$ cat src/rtl/vrr_vtg_pkg.sv
package vrr_vtg_pkg;
   typedef enum logic {
      EXIT_GUARDBAND = 1'b0,
      EXIT_LEGACY    = 1'b1
   } exit_mode_e;

   localparam int PIPE_FULL_CAP = 255;
endpackage

$ cat src/rtl/vrr_exit_window.sv
module vrr_exit_window
   import vrr_vtg_pkg::*;
#(
   parameter int LINE_W = 12,
   parameter int GB_W   = 8,
   parameter int PF_W   = 9
) (
   input  exit_mode_e         mode_i,
   input  logic [LINE_W-1:0]  vmin_m1_i,
   input  logic [LINE_W-1:0]  vmax_m1_i,
   input  logic [LINE_W-1:0]  flip_m1_i,
   input  logic [GB_W-1:0]    guardband_i,
   input  logic [PF_W-1:0]    pipe_full_i,
   input  logic [1:0]         fs_delay_i,
   output logic [LINE_W+1:0]  exit_len_o,
   output logic [LINE_W+1:0]  earliest_o,
   output logic [LINE_W+1:0]  latest_o
);
   localparam int EW = LINE_W + 2;

   logic [EW-1:0] pf_eff;
   logic [EW-1:0] len_raw;
   logic [EW-1:0] len;
   logic [EW-1:0] vmin_pt;
   logic [EW-1:0] flip_pt;
   logic [EW-1:0] floor_pt;
   logic [EW-1:0] vmax_pt;

   generate
      if (PF_W > 8) begin : g_pf_cap
         always_comb pf_eff = (pipe_full_i > PF_W'(PIPE_FULL_CAP)) ? EW'(PIPE_FULL_CAP)
                                                                   : EW'(pipe_full_i);
      end else begin : g_pf_direct
         assign pf_eff = EW'(pipe_full_i);
      end
   endgenerate

   always_comb begin
      len_raw  = (mode_i == EXIT_LEGACY) ? (pf_eff + EW'(fs_delay_i) + EW'(2))
                                         : EW'(guardband_i);
      len      = (len_raw == '0) ? EW'(1) : len_raw;
      vmin_pt  = EW'(vmin_m1_i) + EW'(2);
      flip_pt  = EW'(flip_m1_i) + EW'(1);
      floor_pt = (flip_pt > vmin_pt) ? flip_pt : vmin_pt;
      vmax_pt  = EW'(vmax_m1_i) + EW'(1);
      earliest_o = (floor_pt > len) ? (floor_pt - len) : '0;
      latest_o   = (vmax_pt > len) ? (vmax_pt - len) : '0;
      exit_len_o = len;
   end
endmodule

$ cat src/rtl/vrr_push_ctl.sv
module vrr_push_ctl (
   input  logic clk_i,
   input  logic rst_ni,
   input  logic wr_i,
   input  logic wr_en_i,
   input  logic wr_send_i,
   input  logic consume_i,
   input  logic wrap_i,
   output logic en_o,
   output logic send_o,
   output logic pending_o
);
   logic en_q, send_q, used_q;

   always_ff @(posedge clk_i or negedge rst_ni) begin
      if (!rst_ni) begin
         en_q   <= 1'b0;
         send_q <= 1'b0;
         used_q <= 1'b0;
      end else if (wr_i) begin
         en_q   <= wr_en_i;
         send_q <= wr_en_i & wr_send_i;
         used_q <= 1'b0;
      end else begin
         if (consume_i) used_q <= 1'b1;
         if (wrap_i) begin
            used_q <= 1'b0;
            if (used_q) send_q <= 1'b0;
         end
      end
   end

   assign en_o      = en_q;
   assign send_o    = send_q;
   assign pending_o = en_q & send_q;
endmodule

$ cat src/rtl/vrr_line_seq.sv
module vrr_line_seq #(
   parameter int LINE_W = 12
) (
   input  logic              clk_i,
   input  logic              rst_ni,
   input  logic              tick_i,
   input  logic              vrr_req_i,
   input  logic [LINE_W-1:0] vbl_start_i,
   input  logic [LINE_W-1:0] vtotal_m1_i,
   input  logic [LINE_W+1:0] exit_len_i,
   input  logic [LINE_W+1:0] earliest_i,
   input  logic [LINE_W+1:0] latest_i,
   input  logic              push_pend_i,
   output logic              consume_o,
   output logic              wrap_o,
   output logic [LINE_W-1:0] line_o,
   output logic              vblank_o,
   output logic              exit_o,
   output logic              latch_o,
   output logic              fs_o,
   output logic              live_o
);
   localparam int EW = LINE_W + 2;

   logic [LINE_W-1:0] line_q;
   logic [EW-1:0]     line_ext, end_q, end_new, end_cmp;
   logic              exit_q, live_q, latch_q, fs_q, go;

   always_comb begin
      line_ext = EW'(line_q);
      if (exit_q)
         go = 1'b0;
      else if (live_q)
         go = (line_ext >= latest_i) || (push_pend_i && (line_ext >= earliest_i));
      else
         go = (line_q >= vbl_start_i);
      end_new = live_q ? (line_ext + exit_len_i - EW'(1)) : EW'(vtotal_m1_i);
      end_cmp = exit_q ? end_q : end_new;
      wrap_o    = tick_i && (exit_q || go) && (line_ext == end_cmp);
      consume_o = go && live_q && push_pend_i;
   end

   always_ff @(posedge clk_i or negedge rst_ni) begin
      if (!rst_ni) begin
         line_q  <= '0;
         end_q   <= '0;
         exit_q  <= 1'b0;
         live_q  <= 1'b0;
         latch_q <= 1'b0;
         fs_q    <= 1'b0;
      end else begin
         latch_q <= go;
         if (wrap_o) begin
            line_q <= '0;
            exit_q <= 1'b0;
            live_q <= vrr_req_i;
            fs_q   <= 1'b1;
         end else begin
            fs_q <= 1'b0;
            if (go) begin
               exit_q <= 1'b1;
               end_q  <= end_new;
            end
            if (tick_i) line_q <= line_q + LINE_W'(1);
         end
      end
   end

   assign line_o   = line_q;
   assign vblank_o = (line_q >= vbl_start_i);
   assign exit_o   = exit_q;
   assign latch_o  = latch_q;
   assign fs_o     = fs_q;
   assign live_o   = live_q;
endmodule

$ cat src/rtl/vrr_vtg.sv
module vrr_vtg
   import vrr_vtg_pkg::*;
#(
   parameter int LINE_W = 12,
   parameter int GB_W   = 8,
   parameter int PF_W   = 9
) (
   input  logic              clk_i,
   input  logic              rst_ni,
   input  logic              line_tick_i,
   input  logic              cfg_vrr_en_i,
   input  logic              cfg_legacy_i,
   input  logic [LINE_W-1:0] cfg_vbl_start_i,
   input  logic [LINE_W-1:0] cfg_vtotal_m1_i,
   input  logic [LINE_W-1:0] cfg_vmin_m1_i,
   input  logic [LINE_W-1:0] cfg_vmax_m1_i,
   input  logic [LINE_W-1:0] cfg_flip_m1_i,
   input  logic [GB_W-1:0]   cfg_guardband_i,
   input  logic [PF_W-1:0]   cfg_pipe_full_i,
   input  logic [1:0]        cfg_fs_delay_i,
   input  logic              push_wr_i,
   input  logic              push_wr_en_i,
   input  logic              push_wr_send_i,
   output logic [LINE_W-1:0] line_o,
   output logic              vblank_o,
   output logic              vblank_exit_o,
   output logic              frame_start_o,
   output logic              latch_o,
   output logic              vrr_live_o,
   output logic              push_en_o,
   output logic              push_send_o
);
   generate
      if (LINE_W < 4) begin : g_bad_line_w
         $error("vrr_vtg: LINE_W must be at least 4");
      end
      if (GB_W > LINE_W) begin : g_bad_gb_w
         $error("vrr_vtg: GB_W must not exceed LINE_W");
      end
      if (PF_W + 1 > LINE_W) begin : g_bad_pf_w
         $error("vrr_vtg: PF_W must be below LINE_W");
      end
   endgenerate

   logic [LINE_W+1:0] exit_len, earliest, latest;
   logic              push_pend, consume, wrap;
   exit_mode_e        mode;

   assign mode = cfg_legacy_i ? EXIT_LEGACY : EXIT_GUARDBAND;

   vrr_exit_window #(.LINE_W(LINE_W), .GB_W(GB_W), .PF_W(PF_W)) u_win (
      .mode_i      (mode),
      .vmin_m1_i   (cfg_vmin_m1_i),
      .vmax_m1_i   (cfg_vmax_m1_i),
      .flip_m1_i   (cfg_flip_m1_i),
      .guardband_i (cfg_guardband_i),
      .pipe_full_i (cfg_pipe_full_i),
      .fs_delay_i  (cfg_fs_delay_i),
      .exit_len_o  (exit_len),
      .earliest_o  (earliest),
      .latest_o    (latest)
   );

   vrr_push_ctl u_push (
      .clk_i     (clk_i),
      .rst_ni    (rst_ni),
      .wr_i      (push_wr_i),
      .wr_en_i   (push_wr_en_i),
      .wr_send_i (push_wr_send_i),
      .consume_i (consume),
      .wrap_i    (wrap),
      .en_o      (push_en_o),
      .send_o    (push_send_o),
      .pending_o (push_pend)
   );

   vrr_line_seq #(.LINE_W(LINE_W)) u_seq (
      .clk_i       (clk_i),
      .rst_ni      (rst_ni),
      .tick_i      (line_tick_i),
      .vrr_req_i   (cfg_vrr_en_i),
      .vbl_start_i (cfg_vbl_start_i),
      .vtotal_m1_i (cfg_vtotal_m1_i),
      .exit_len_i  (exit_len),
      .earliest_i  (earliest),
      .latest_i    (latest),
      .push_pend_i (push_pend),
      .consume_o   (consume),
      .wrap_o      (wrap),
      .line_o      (line_o),
      .vblank_o    (vblank_o),
      .exit_o      (vblank_exit_o),
      .latch_o     (latch_o),
      .fs_o        (frame_start_o),
      .live_o      (vrr_live_o)
   );
endmodule

$ cat config.mk
export PLATFORM = sky130hd
export DESIGN_NAME = vrr_vtg
export DESIGN_NICKNAME = d
export VERILOG_FILES = /design/src/rtl/vrr_vtg_pkg.sv /design/src/rtl/vrr_exit_window.sv /design/src/rtl/vrr_push_ctl.sv /design/src/rtl/vrr_line_seq.sv /design/src/rtl/vrr_vtg.sv
export SDC_FILE = /design/constraint.sdc
export NUM_CORES = 1
export LEC_CHECK = 0
export ABC_AREA = 1
export BUFFER_PORTS_ARGS = -buffer_cell sky130_fd_sc_hd__buf_2
export CORE_ASPECT_RATIO = 1.25
export CORE_MARGIN = 5
export CORE_UTILIZATION = 40
export DETAILED_ROUTE_END_ITERATION = 10
export PLACE_DENSITY = 0.61
export SYNTH_ARGS = -nofsm -noshare
export SYNTH_HDL_FRONTEND = slang
export SYNTH_SLANG_ARGS = --single-unit
$ cat constraint.sdc
create_clock -name clk_i -period 2.9 [get_ports clk_i]
set_input_delay 0.29 -clock clk_i [delete_from_list [all_inputs] [get_ports clk_i]]
set_output_delay 0.29 -clock clk_i [all_outputs]
set_load 0.03 [all_outputs]
# [Word-level counts from Yosys, hierarchy flattened]
# Index checks and enable logic that the tools add are counted.
[totals] out_inout_bits=19 ff_bits=33 word_cells=67 in_bits=87
[op_classes] reduce_logical=15 bitwise=3 eq_ne=1 n_lt_le_gt_ge=7 n_addsub=10 muxes=22
[op_table] cell="14-bit 2-to-1 mux" n=7
[op_table] cell="14-bit greater-than comparator" n=3
[op_table] cell="12-bit by 14-bit >= comparator with 1-bit output" n=2
[op_table] cell="14-bit subtractor" n=2
[op_table] cell="12-bit by 1-bit adder with 13-bit output (second input constant)" n=2
[op_table] cell="12-bit 2-to-1 mux" n=2
[op_table] cell="12-bit by 14-bit adder with 14-bit output" n=1
[op_table] cell="14-bit by 2-bit adder with 14-bit output" n=1
[op_table] cell="14-bit by 2-bit adder with 14-bit output (second input constant)" n=1
[op_table] cell="12-bit by 14-bit equality test with 1-bit output" n=1
[op_table] cell="14-bit logical NOT" n=1
[op_table] cell="14-bit by 1-bit subtractor with 14-bit output (second input constant)" n=1
[op_table] cell="12-bit by 2-bit adder with 13-bit output (second input constant)" n=1
[op_table] cell="12-bit by 1-bit adder with 12-bit output (second input constant)" n=1
[op_table] cell="12-bit >= comparator" n=1
[op_table] cell="1-bit 2-to-1 mux" n=12
[op_table] cell="9-bit by 8-bit greater-than comparator with 1-bit output (second input constant)" n=1
[op_table] cell="9-bit 2-to-1 mux" n=1
[op_table] cell="2-bit nonzero test" n=4
[op_table] cell="1-bit logical AND" n=5
[op_table] cell="2-bit AND reduction" n=2
[op_table] cell="3-bit nonzero test" n=1
[op_table] cell="1-bit AND" n=2
[op_table] cell="1-bit logical OR" n=2
[op_table] cell="1-bit inverter" n=1

# [Logic depth before layout (Yosys ltp)]
[logic_depth] ltp_word=19 ltp_mapped=58 mapped_depth_nobuf=57

# [Modules after synthesis]
# Synthesis repeated with hierarchy kept, for this count alone.
[hier_totals] cells_unflattened=1185 hier_area_um2=7134.3
[modules_own_cells] mod="vrr_line_seq" cells_per_inst=683 area_each_um2=4159.0 n_inst=1 seq_area_each_um2=750.7
[modules_own_cells] mod="vrr_exit_window" cells_per_inst=486 area_each_um2=2846.5 n_inst=1 seq_area_each_um2=0.0
[modules_own_cells] mod="vrr_push_ctl" cells_per_inst=16 area_each_um2=128.9 n_inst=1 seq_area_each_um2=75.1

# [Worst setup path after synthesis]
# Ideal clock, no wire load.
[synth_timing] path_kind="input to register" from="input cfg_pipe_full_i[8]" to="register u_seq.end_q[11]" path_stages=58 setup_time_ns=0.116 slack_ns=-3.046 required_time_ns=2.784 arrival_time_ns=5.830 n_path_buf=2 path_cell_list="clkbuf_1 nor2_1 ha_1 inv_1 ha_1 inv_1 fa_1 nor2_1 inv_1 nor3_1 nand2_1 xor2_1 nor2_1 nor2_1 nor3_1 nand4_1 and2_1 inv_1 [... 22 more ...] nand2_1 nand2_1 nand2_1 nand2_1 nand2_1 nand2_1 nand2_1 nand2_1 nand2_1 nand2_1 nand3_2 nand3_2 nand2_4 nor2_8 nand2_4 buf_8 nand2_2 nand2_1"
[synth_via] elab_chain_len=19 word_cells_on_any_way=29 cone_classes="6 x add/sub; 5 x order compare; 1 x eq/ne; 9 x mux; 1 x bitwise; 7 x reduce/logical"
[synth_lines] item="from (decl)" line_no="vrr_vtg.sv:19" rtl="input logic [PF_W-1:0] cfg_pipe_full_i,"
[synth_lines] item="9-bit by 8-bit greater-than comparator with 1-bit output" line_no="vrr_exit_window.sv:31" rtl="always_comb pf_eff = (pipe_full_i > PF_W'(PIPE_FULL_CAP)) ? EW'(PIPE_FULL_CAP)"
[synth_lines] item="9-bit 2-to-1 mux *" line_no="vrr_exit_window.sv:31"
[synth_lines] item="14-bit by 2-bit adder with 14-bit output * (2 in series)" line_no="vrr_exit_window.sv:39" rtl="len_raw = (mode_i == EXIT_LEGACY) ? (pf_eff + EW'(fs_delay_i) + EW'(2))"
[synth_lines] item="14-bit 2-to-1 mux *" line_no="vrr_exit_window.sv:39"
[synth_lines] item="14-bit logical NOT" line_no="vrr_exit_window.sv:41" rtl="len = (len_raw == '0) ? EW'(1) : len_raw;"
[synth_lines] item="14-bit 2-to-1 mux *" line_no="vrr_exit_window.sv:41"
[synth_lines] item="14-bit subtractor / 14-bit greater-than comparator (equally long branches)" line_no="vrr_exit_window.sv:46" rtl="earliest_o = (floor_pt > len) ? (floor_pt - len) : '0;"
[synth_lines] item="14-bit 2-to-1 mux" line_no="vrr_exit_window.sv:46"
[synth_lines] item="12-bit by 14-bit >= comparator with 1-bit output" line_no="vrr_line_seq.sv:34" rtl="go = (line_ext >= latest_i) || (push_pend_i && (line_ext >= earliest_i));"
[synth_lines] item="1-bit logical AND" line_no="vrr_line_seq.sv:34"
[synth_lines] item="1-bit logical OR" line_no="vrr_line_seq.sv:34"
[synth_lines] item="1-bit 2-to-1 mux" line_no="vrr_line_seq.sv:33" rtl="else if (live_q)"
[synth_lines] item="1-bit 2-to-1 mux" line_no="vrr_line_seq.sv:31" rtl="if (exit_q)"
[synth_lines] item="1-bit logical OR" line_no="vrr_line_seq.sv:39" rtl="wrap_o = tick_i && (exit_q || go) && (line_ext == end_cmp);"
[synth_lines] item="1-bit logical AND (2 in series)" line_no="vrr_line_seq.sv:39"
[synth_lines] item="1-bit inverter (no source line)"
[synth_lines] item="2-bit AND reduction (no source line)"
[synth_lines] item="to (signal assigned)" line_no="vrr_line_seq.sv:62" rtl="end_q <= end_new;"
[synth_lines] item="to (decl)" line_no="vrr_line_seq.sv:26" rtl="logic [EW-1:0] line_ext, end_q, end_new, end_cmp;"
# Mark *: on every way between the ends. The rest lies on a longest branch, timed or not.
# A chain may end at the register's enable or synchronous reset.

# [Final worst setup path]
[layout_timing] from="input cfg_pipe_full_i[1]" to="register u_seq.end_q[2]"
# Same word-level chain as after synthesis.

==> summary.md <==
| Metric | Value |
|---|---|
| Run status | finished, violations left |
| Violated checks | negative setup slack |
| Core area | 16200 µm² |
| R2R cell count | 22 |
| DRC | 0 |
| Critical path endpoint category | register |
| Tot GR Track Use | 0.211 |
| Worst hold path class | primary input to async pin |
| Stages on the worst setup path | 58 |
| Core Rows | 52 |
| Fmax | 0.179 GHz |
| Setup WS pre-CTS | -3.12 ns |
| CTS Buffer Depth | 2 |
| Post-synthesis cell area | 6580 µm² |
| Logic pwr share | 0.775 |
| Ys flop type | dfrtp_1 |
| Vias | 7782 |
| Final setup violating endpoints | 32 |
| Largest delay contributor family on the critical path | simple AND/OR/NAND/NOR gates |
| Post-synth EDFFs | 0 |
| Clock Latency Late Sink | 0.28 ns |
| Pwr Total | 4.64 mW |
| Synth warnings | 0 |
| Area delta synth->final | 46.4% |
| Final Hold Viols | 0 |
| Largest net degree at the start of global routing | 34 |
| Detailed-route wire length | 20.4 mm |
| Sw Share | 0.468 |
| Clock Skews | 0.00271 ns |
| Starting density of the core | 0.406 |
| Most frequent CP cell | nand2_1 |
| Worst EP arrival | 5.76 ns |
| DP Cell Count | 1623 |
| Final period utilization | 1.93 |
| First-pass GRT wire length | 34.1 mm |
| Minimum clock period | 5.59 ns |
| Post-Syn Area per Cell | 6.10 µm² |
| Least-Margin Pin Slew | 0.787 ns |
| First-pass DRT Iterations | 4 |
| Post-Syn Instances | 1078 |
| Fin worst setup slack | -2.69 ns |
| Vias in the first global route | 7665 |
| Switching power | 2.17 mW |
| Critical path launch point type | primary input |
| Die Y | 153 µm |
| Vias per inst | 4.71 |
| Clock sink count | 33 |
| Kind of critical path | primary input to register |
| Max stage delay cell, worst path | fa_2 |
| Max Slew Vio Count | 0 |
| Die area | 19100 µm² |
| Initial antenna violation count | 0 |
| N_diodes | 0 |
| Hold Slack | 0.0910 ns |
| Dpl hpwl | 17.7 mm |
| Critical Path RT | 3.07 ns |
| Non-filler cells, final | 1651 |
| Hold_buf cts | 0 |
| Netlist cell types | 52 |
| Leak | 5.51 nW |
| RSZ-0062 raised after global routing | true |
| WL per Instance | 12.4 µm |
| Num ports | 106 |
| Pint | 2.47 mW |
| RD Place Congestion | 0.962 |
| Critical Path Fanout Max | 7 |
| IO buf count | 105 |
| Final Net Count | 1626 |
| Htree depth | 2 |
| Clk Tree Root Cell | clkbuf_16 |
| Sequential element share of the synthesized area | 0.126 |
| Yosys reg bits | 33 |
| CP max stage delay | 0.35 ns |
| PwrDens | 482 nW/µm² |
| Power share of the sequential group | 0.119 |
| Gr ovfl total | 0 |
| Initial DRC Count | 325 |
| MaxCap Viol Count | 0 |
| TritonCTS Buffers | 5 |
| Maximum VDD drop | 0.255 mV |
| Worst-path clk slew | 0.05 ns |
| Die Wd | 125 µm |
| CTS tree | done |
| Max-slew headroom | 0.475 |
| Share of cells above drive strength 1 | 0.331 |
| ANT nets after route | 0 |
| Clk pwr share | 0.106 |
| Buf/Inv on CP | 10 |
| Share of flip-flops with an asynchronous set or reset | 1.00 |
| Post-route setup TNS | -84.38 ns |
| Filler Cell Count | 1571 |
-- logic make-up (layout without fill, tap and decap cells) --
group                      count (synthesis)  in the layout  synth area share
AOI/OAI and AO/OA                        111            111            0.0963
other                                      1              3          0.000570
adders and majority gates                103            103             0.200
xor gates and xnor gates                  35             35            0.0466
DFF                                       33             33             0.126
and+or+nand+nor                          592            593             0.407
muxes                                      1              1           0.00152
buffers and inverters                    202            556             0.122
-- Yosys cell counts, types with 6 or more instances --
cell type | n | area [µm²]
a21oi_1 | 41 | 205
dfrtp_1 | 33 | 826
ha_1 | 99 | 1240
inv_1 | 179 | 672
inv_2 | 7 | 26.3
nand2_1 | 304 | 1140
nand2_2 | 18 | 113
nand3_1 | 97 | 485
nand3_2 | 6 | 60.1
nand3b_1 | 7 | 52.6
nand4_1 | 17 | 106
nor2_1 | 88 | 330
nor3_1 | 14 | 70.1
o21ai_0 | 42 | 210
or2_2 | 17 | 106
xor2_1 | 32 | 280
-- timing repair --
item / CTS / global route
gates resized for setup: 25 / 22
buffers inserted: 14 / 7
gates cloned: 2 / 0
setup endpoints to repair: 32 / 32
pin swaps: 4 / 8
-- layout make-up --
| type | instances | area [µm²] | share of cell area |
|---|---|---|---|
| Tap cell | 216 | 270 | 0.0281 |
| Multi-Input combinational cell | 846 | 5170 | 0.538 |
| Clock buffer | 5 | 125 | 0.0130 |
| Timing Repair Buffer | 361 | 2500 | 0.260 |
| Clock inverter | 1 | 5.00 | 0.000520 |
| Sequential cell | 33 | 826 | 0.0858 |
| Inverter | 189 | 726 | 0.0754 |
-- per-stage QoR --
step            util  instance area (µm²)
3_3_place_gp   0.564                 9140
3_5_place_dp   0.564                 9140
4_1_cts        0.587                 9510
6_report       0.594                 9630
2_1_floorplan      -                 6670
5_1_grt        0.594                 9630
-- final timing paths --
kind | startpoint | to | slack (ns)
min in group clk_i | push_wr_en_i | u_push.en_o | 0.23
setup reg to reg | u_seq.line_o[1] | u_seq.end_q[12] | -0.47
max in group asynchronous | rst_ni | u_seq.line_o[4] | 2.30
hold reg to reg | u_seq.end_q[7] | u_seq.end_q[7] | 0.49
setup / recovery | cfg_pipe_full_i[1] | u_seq.end_q[2] | -2.69
hold / removal | rst_ni | u_seq.end_q[1] | 0.09
-- power groups by stage --
stage	Sequential (mW)	Clock, mW	Combinational [mW]
final	0.551	0.493	3.60
after global routing	0.557	0.523	4.08
after global placement	0.558	0	3.43
after CTS	0.551	0.502	3.57
after detailed placement	0.556	0	3.50
after floorplan	0.716	0	1.92
-- cell usage in the layout, fill, tap and decap left out, types with 4 or more instances in the layout --
master     instances
nand4_1           17
nand2_1          293
clkbuf_16          5
o21ai_2            4
nand2_4            5
nand3_2            8
nor3_1            13
inv_1            172
o21ai_0           38
buf_2            103
nor2_1            84
nand2_8            4
inv_2             12
ha_4               4
or2_2             17
o21ai_1            4
a21oi_1           40
nand3_1           94
nand3b_1           7
nand2_2           26
buf_4            250
xor2_1            32
ha_1              95
buf_6              6
dfrtp_1           33
nor2_2             8
-- metal layers --
| metal | up-vias | part of all wire | track usage |
|---|---|---|---|
| li1 | 4166 | - | - |
| met1 | 3431 | 0.39 | 0.224 |
| met4 | 0 | 0.041 | 0.0862 |
| met5 | - | 0 | 0 |
| met3 | 45 | 0.029 | 0.0192 |
| met2 | 140 | 0.54 | 0.421 |
-- state kept, by name, summed over array words and instances (netlist names) --
signal / count
u_seq.exit_o: 1
u_push.en_o: 1
u_seq.fs_o: 1
u_push.send_o: 1
u_push.used_q: 1
u_seq.latch_o: 1
u_seq.line_o: 12
u_seq.end_q: 14
u_seq.live_o: 1
No activity file was read; power rests on OpenSTA's default activity.
